`config.mk`:
```
export PLATFORM = sky130hd
export DESIGN_NAME = sync_kbd_port
export DESIGN_NICKNAME = d
export VERILOG_FILES = /design/src/rtl/sync_kbd_pkg.sv /design/src/rtl/line_sync_gen.sv /design/src/rtl/frame_sync_ff.sv /design/src/rtl/key_port.sv /design/src/rtl/sync_kbd_port.sv
export SDC_FILE = /design/constraint.sdc
export NUM_CORES = 1
export LEC_CHECK = 0
export ABC_AREA = 1
export CORE_ASPECT_RATIO = 0.75
export CORE_MARGIN = 8
export CORE_UTILIZATION = 29
export DETAILED_ROUTE_END_ITERATION = 6
export PLACE_DENSITY = 0.84
export SLEW_MARGIN = 20
export SYNTH_ARGS = -nofsm -noshare
export SYNTH_HDL_FRONTEND = slang
export SYNTH_SLANG_ARGS = --single-unit
```
`constraint.sdc`:
```
create_clock -name clk -period 2.3 [get_ports clk]
set_input_delay 0.46 -clock clk [delete_from_list [all_inputs] [get_ports clk]]
set_output_delay 0.46 -clock clk [all_outputs]
set_load 0.01 [all_outputs]
```
`src/rtl/sync_kbd_pkg.sv`:
```
package sync_kbd_pkg;

  typedef struct packed {
    logic intack;      // interrupt acknowledge cycle
    logic port_rd;     // even-address I/O read
    logic port_wr;     // any I/O write
  } bus_ev_t;

  // Classify the current strobe pattern. An opcode-fetch strobe overrides
  // port decoding: with m1_n low the request is an acknowledge.
  function automatic bus_ev_t decode_bus(input logic m1_n, input logic iorq_n,
                                         input logic rd_n, input logic wr_n,
                                         input logic a0);
    bus_ev_t ev;
    ev.intack  = !m1_n && !iorq_n;
    ev.port_rd =  m1_n && !iorq_n && !rd_n && !a0;
    ev.port_wr =  m1_n && !iorq_n && !wr_n;
    return ev;
  endfunction

  // Combine one column: the line is pulled low by any pressed key whose
  // row strobe (active low) is asserted.
  function automatic logic column_level(input logic [7:0] col_keys,
                                        input logic [7:0] row_sel_n,
                                        input int         rows);
    logic hit;
    hit = 1'b0;
    for (int r = 0; r < 8; r++) begin
      if (r < rows) hit = hit | (col_keys[r] & ~row_sel_n[r]);
    end
    return ~hit;
  endfunction

endpackage

```
`src/rtl/line_sync_gen.sv`:
```
module line_sync_gen #(
  parameter int HS_PULSES = 5
) (
  input  logic clk,
  input  logic rst_n,
  input  logic m1_n,
  input  logic intack,
  output logic hsync,
  output logic m1_rise
);
  localparam int CW = $clog2(HS_PULSES + 1);
  localparam logic [CW-1:0] LAST = CW'(HS_PULSES - 1);

  logic          m1_prev;
  logic [CW-1:0] rise_cnt;

  // rising edge of the fetch strobe, i.e. end of an opcode fetch
  assign m1_rise = m1_n && !m1_prev;

  always_ff @(posedge clk) begin
    if (!rst_n) begin
      m1_prev  <= 1'b1;
      hsync    <= 1'b0;
      rise_cnt <= '0;
    end else begin
      m1_prev <= m1_n;
      if (intack) begin
        hsync    <= 1'b1;
        rise_cnt <= '0;
      end else if (hsync && m1_rise) begin
        if (rise_cnt == LAST) begin
          hsync    <= 1'b0;
          rise_cnt <= '0;
        end else begin
          rise_cnt <= rise_cnt + 1'b1;
        end
      end
    end
  end
endmodule

```
`src/rtl/frame_sync_ff.sv`:
```
module frame_sync_ff (
  input  logic clk,
  input  logic rst_n,
  input  logic set_ev,
  input  logic clr_ev,
  output logic vsync
);
  always_ff @(posedge clk) begin
    if (!rst_n)       vsync <= 1'b0;
    else if (clr_ev)  vsync <= 1'b0;
    else if (set_ev)  vsync <= 1'b1;
  end
endmodule

```
`src/rtl/key_port.sv`:
```
module key_port
  import sync_kbd_pkg::*;
#(
  parameter int ROWS = 8,   // 1..8
  parameter int COLS = 5    // 1..5
) (
  input  logic                 sel,
  input  logic [ROWS-1:0]      row_sel_n,
  input  logic [ROWS*COLS-1:0] keys,
  input  logic                 tape_in,
  input  logic                 region_60,
  output logic [7:0]           rd_data
);
  logic [COLS-1:0] col_n;
  logic [7:0]      row_sel_pad;

  always_comb begin
    row_sel_pad = 8'hFF;
    row_sel_pad[ROWS-1:0] = row_sel_n;
  end

  for (genvar c = 0; c < COLS; c++) begin : g_col
    logic [7:0] col_keys;
    always_comb begin
      col_keys = 8'h00;
      for (int r = 0; r < ROWS; r++) col_keys[r] = keys[r*COLS + c];
      col_n[c] = column_level(col_keys, row_sel_pad, ROWS);
    end
  end

  always_comb begin
    rd_data = 8'hFF;
    if (sel) begin
      rd_data[COLS-1:0] = col_n;
      rd_data[6]        = ~region_60;
      rd_data[7]        = tape_in;
    end
  end
endmodule

```
`src/rtl/sync_kbd_port.sv`:
```
module sync_kbd_port
  import sync_kbd_pkg::*;
#(
  parameter int ADDR_W    = 16,
  parameter int ROWS      = 8,
  parameter int COLS      = 5,
  parameter int HS_PULSES = 5
) (
  input  logic                 clk,
  input  logic                 rst_n,
  input  logic                 m1_n,
  input  logic                 iorq_n,
  input  logic                 rd_n,
  input  logic                 wr_n,
  input  logic [ADDR_W-1:0]    addr,
  input  logic [ROWS*COLS-1:0] keys,
  input  logic                 tape_in,
  input  logic                 region_60,
  output logic                 hsync,
  output logic                 vsync,
  output logic                 csync,
  output logic                 tape_out,
  output logic [7:0]           rd_data
);
  localparam int ROW_BASE = ADDR_W - 8;

  bus_ev_t ev;
  logic    intack_w;
  logic    port_rd_w;
  logic    port_wr_w;
  logic    m1_rise_w;
  logic    unused_addr_bits;

  assign ev        = decode_bus(m1_n, iorq_n, rd_n, wr_n, addr[0]);
  assign intack_w  = ev.intack;
  assign port_rd_w = ev.port_rd;
  assign port_wr_w = ev.port_wr;
  assign unused_addr_bits = ^addr[ROW_BASE-1:1] ^ ^addr[ADDR_W-1:ROW_BASE+ROWS-1];

  line_sync_gen #(.HS_PULSES(HS_PULSES)) u_line (
    .clk     (clk),
    .rst_n   (rst_n),
    .m1_n    (m1_n),
    .intack  (intack_w),
    .hsync   (hsync),
    .m1_rise (m1_rise_w)
  );

  frame_sync_ff u_frame (
    .clk    (clk),
    .rst_n  (rst_n),
    .set_ev (port_rd_w),
    .clr_ev (port_wr_w),
    .vsync  (vsync)
  );

  key_port #(.ROWS(ROWS), .COLS(COLS)) u_keys (
    .sel       (port_rd_w),
    .row_sel_n (addr[ROW_BASE +: ROWS]),
    .keys      (keys),
    .tape_in   (tape_in),
    .region_60 (region_60),
    .rd_data   (rd_data)
  );

  assign csync    = hsync | vsync;
  assign tape_out = csync;
endmodule

```
Word-level counts from Yosys, hierarchy flattened

Index checks and enable logic that the tools add are counted.

Bits in registers: 6
Bits in latches: 0
RAM bits: 0
ROM bits: 0
Input port bits: 64
Output and inout port bits: 12
Logic and storage cells: 121
Memories: 0

Add/sub/neg operators: 1
$mul: 0
Divide/modulo/power cells: 0
Magnitude comparators: 0
Equality and inequality tests: 1
Shifts and indexed selects: 0
Muxes and demuxes: 6
Bitwise operators: 91
Reduce and logical (&&, ||, !) cells: 18

Operators with widths:

| kind                                        | count |
|---|---|
| bitwise AND 1 bit                           | 40 |
| bitwise OR 1 bit                            | 36 |
| inverter 1 bit                              | 15 |
| logical AND 1 bit                           | 7 |
| zero test 1 bit                             | 6 |
| two-way mux 5 bit                           | 1 |
| nonzero test 2 bit                          | 2 |
| OR reduction 2 bit                          | 2 |
| adder 3 x 1 -> 3 bit, second input constant | 1 |
| equality test 3 bit, second input constant  | 1 |
| two-way mux 1 bit                           | 3 |
| two-way mux 3 bit                           | 1 |
| two-way mux 2 bit                           | 1 |
| AND reduction 2 bit                         | 1 |

Longest topological paths before layout

Word-level depth: 11
Gate-level depth with buffers: 7
Depth with buffers taken out: 7

Cells and area by module

A second synthesis with hierarchy kept.

Cells, all modules: 148
Area, all modules: 700.7 µm²

By module, submodules not included:

| module        | times used | cells each | area an instance (µm²) | sequential area each (µm²) |
|---|---|---|---|---|
| key_port      | 1          | 93         | 352.8                  | 0.0 |
| line_sync_gen | 1          | 40         | 264.0                  | 100.1 |
| sync_kbd_port | 1          | 10         | 48.8                   | 0.0 |
| frame_sync_ff | 1          | 5          | 35.0                   | 20.0 |

Worst setup path before layout

OpenSTA, ideal clock, no wires.

Path type: input-to-output
Start point: in iorq_n
End point: out rd_data[7]
Arrival time: 0.906 ns
Data required time: 1.840 ns
Path slack: 0.934 ns
Stages on the path: 3
Cells stage by stage: inv_1 nand3_1 or2_1

Longest elaborated chain between the ends: 5

RTL lines:

| item                            | RTL line            | text |
|---|---|---|
| start, declared                 | sync_kbd_port.sv:12 | `input logic iorq_n,` |
| zero test 1 bit                 | sync_kbd_pkg.sv:16  | `ev.port_rd = m1_n && !iorq_n && !rd_n && !a0;` |
| logical AND 1 bit (3 in series) | sync_kbd_pkg.sv:16  |  |
| two-way mux 2 bit               | key_port.sv:33      | `if (sel) begin` |
| end, declared                   | sync_kbd_port.sv:23 | `output logic [7:0] rd_data` |

No other way between the ends.

Worst setup path after layout

Start point: in rd_n
End point: out rd_data[6]

Longest elaborated chain between the ends: 4

RTL lines:

| item                            | RTL line            | text |
|---|---|---|
| start, declared                 | sync_kbd_port.sv:13 | `input logic rd_n,` |
| zero test 1 bit                 | sync_kbd_pkg.sv:16  |  |
| logical AND 1 bit (2 in series) | sync_kbd_pkg.sv:16  |  |
| two-way mux 2 bit               | key_port.sv:33      |  |

No other way between the ends.

==> reports/qor.yml <==
final_hold_viol_count: 0
slew_violations: 0
htreeDepth: 1
route.detailed.drc: 0
regArea_um2: 120.1
row_count: 15
cts.root.buffer_cell: "clkbuf_4"
cts_tree: "done"
gp_congestion: 0.7607
multi_input_area_um2: 471.7
ant_nets: 0
grt_max_degree: 7
power_density_nw_per_um2: 274.9
design.core.area_um2: 2271
hold_path.class: "reg2reg"
setup_viol: 0
fin_cells: 248
critPathLaunchType: "primary input"
die_area_um2: 4169
synthMostInstantiatedCell: "nand2_1"
cts_hold_buf: 0
worstPathMaxFanout: 6
cts_setup_buffers: 0
cp.required_ps: 1840
vdd_drop_max_v: 0.0001730
n_fill_cell: 221
wl_per_cell_um: 10.89
utilization_pct: 62.42
tritoncts.num_buffers: 3
p_leak_nw: 0.7244
antenna_found_initial: 0
antenna_cells: 0
area_growth_pct: 108.3
drv_cap: 0
ys_top_cells_by_area: "nand2_1, dfxtp_1, inv_1"
r2r-end: "u_line.hsync"
yosys.area.top_type: "nand2_1"
period_minus_slack_ps: 2235
clock_sinks: 6
synth-seq-area-share_pct: 17.65
slowest_stage: "clkdlybuf4s50_1"
ff2ff_setup_slack_ps: 1290
postSynthCellCount: 144
dp_hpwl_um: 2406
track_usage_pct: 12.84
min_path_cells: 2
holdPathEnd: "u_frame.vsync"
io_buffer_count: 67
ios: 76
rr_startpoint: "u_line.rise_cnt[0]"
yosysTopAreaCellShare_pct: 46.88
postPlaceCellArea_um2: 1394
worstRegToRegCells: 7
ctsLongestPathBuffers: 2
routed_via_density: 4.101
ys_types: 14
vias: 1017
slowest_delay_ps: 470
dieHeight_um: 57.96
clk_transition_reported_paths_ps: 40
synth_seq_cells: 6
synthTopCellsByCount: "nand2_1, inv_1, nor2_1, dfxtp_1, a21oi_1"
grt_pass1_wl_um: 4305
grt_pass1_vias: 934
worstPathArrival_ps: 1780
stdcell_area_um2: 1418
start_util_pct: 29.97
synth_nets: 210
status: "completed"
ys_warn_count: 0
final.period_utilization_pct: 97.18
wl_um: 2701
worstPathCellList: "clkdlybuf4s50_1, nor2_1, nand3_2, inv_2, nand2_1, clkdlybuf4s50_1"
dp_cells: 245
overflow: 0
synth_ff_type: "dfxtp_1"
crit_top_cell: "clkdlybuf4s50_1"
first_pass_iters: 4
die_w_um: 71.94
timing.fmax_mhz: 447.4
synthArstFlopShare_pct: 0
drive_gt1_share_pct: 4.206
synth_area_um2: 680.7
crit_type: "in2out"
clock_skew_ps: 1.154
synth_area_per_cell_um2: 4.727
drt_iter0_drc: 26
synth_edf_count: 0
fin_nets: 282
end_kind: "output port"
min_from: "u_frame.vsync"
clk_latency_ps: 240
## worst max-delay path, delay by kind of cell
kind	cells	cell delay, ps
AND/OR/NAND/NOR	3	310
buffers and inverters	3	990
## metal layers
layer / wire [µm] / vias up / track usage (%)
li1: - / 560 / -
met1: 1199 / 412 / 15.44
met2: 1190 / 41 / 19.95
met3: 281 / 4 / 5.852
met4: 30 / 0 / 3.768
met5: 0 / - / 0
## area by class of cell
cell class | count | share of cell area (%)
timing repair buffer | 69 | 48.10
multi-input combinational | 115 | 33.27
clock buffer | 3 | 1.589
sequential | 6 | 8.473
tap | 34 | 3.001
inverter | 21 | 5.560
## report_power, final
group,leakage (nW),switching [mW],internal (mW)
Combinational,0.662,0.0650,0.118
Clock,0.0138,0.0372,0.0590
Sequential,0.0490,0.00240,0.108
## through the flow
step	worst slack (ps)	power (mW)	hold slack, ps	TNS (ps)
after floorplan	934.3	0.1748	491.4	0
after global placement	-62.27	0.2947	459.9	-243.6
after detailed placement	-81.60	0.2975	474.0	-329.6
after CTS	18.90	0.3942	481.4	0
after global routing	-25.63	0.4262	517.2	-25.63
final	64.76	0.3896	475.7	0
## layout by cell type (no fill, tap or decap)
| cell | synthesis | layout |
|---|---|---|
| dfxtp_1 | 6 | 6 |
| inv_1 | 20 | 19 |
| dlygate4sd2_1 | 0 | 5 |
| nand3_2 | 0 | 1 |
| clkbuf_4 | 0 | 3 |
| a21oi_1 | 3 | 3 |
| clkdlybuf4s50_1 | 0 | 61 |
| nand2_1 | 85 | 85 |
| dlymetal6s2s_1 | 0 | 1 |
| nand4_1 | 1 | 1 |
| or2_1 | 1 | 1 |
| o21ai_0 | 1 | 1 |
| nand3_1 | 2 | 1 |
| conb_1 | 1 | 1 |
| nor2_1 | 18 | 18 |
| inv_2 | 1 | 2 |
| ha_1 | 2 | 2 |
| buf_4 | 2 | 2 |
| a21oi_2 | 1 | 1 |
## worst max-delay path by stage
stage                     startpoint          to  slack, ps  cells after the start
after floorplan               iorq_n  rd_data[7]        930                      3
after global placement      addr[13]  rd_data[1]        -60                      8
after detailed placement     addr[8]  rd_data[3]        -80                      8
after CTS                     iorq_n  rd_data[6]         20                      6
after global routing            rd_n  rd_data[6]        -30                      6
final                           rd_n  rd_data[6]         60                      6
## sequential cells by signal (all words and copies together), names as in the netlist
signal / count
u_line.hsync: 1
u_line.rise_cnt: 3
u_frame.vsync: 1
u_line.m1_prev: 1
## kinds of logic after synthesis
logic type	after synthesis	synth area share, %
AND/OR/NAND/NOR	107	60.11
other	1	0.5509
buffers and inverters	23	13.79
flip-flops	6	17.65
AO/OA/AOI/OAI	5	4.227
adder cells (fa/ha/maj)	2	3.676
## repair_timing
action	in CTS	in global routing
resized for setup	5	3
endpoints found under the hold margin	0	0
endpoints found under the setup margin	5	2
(Power assumes the default switching activity.)
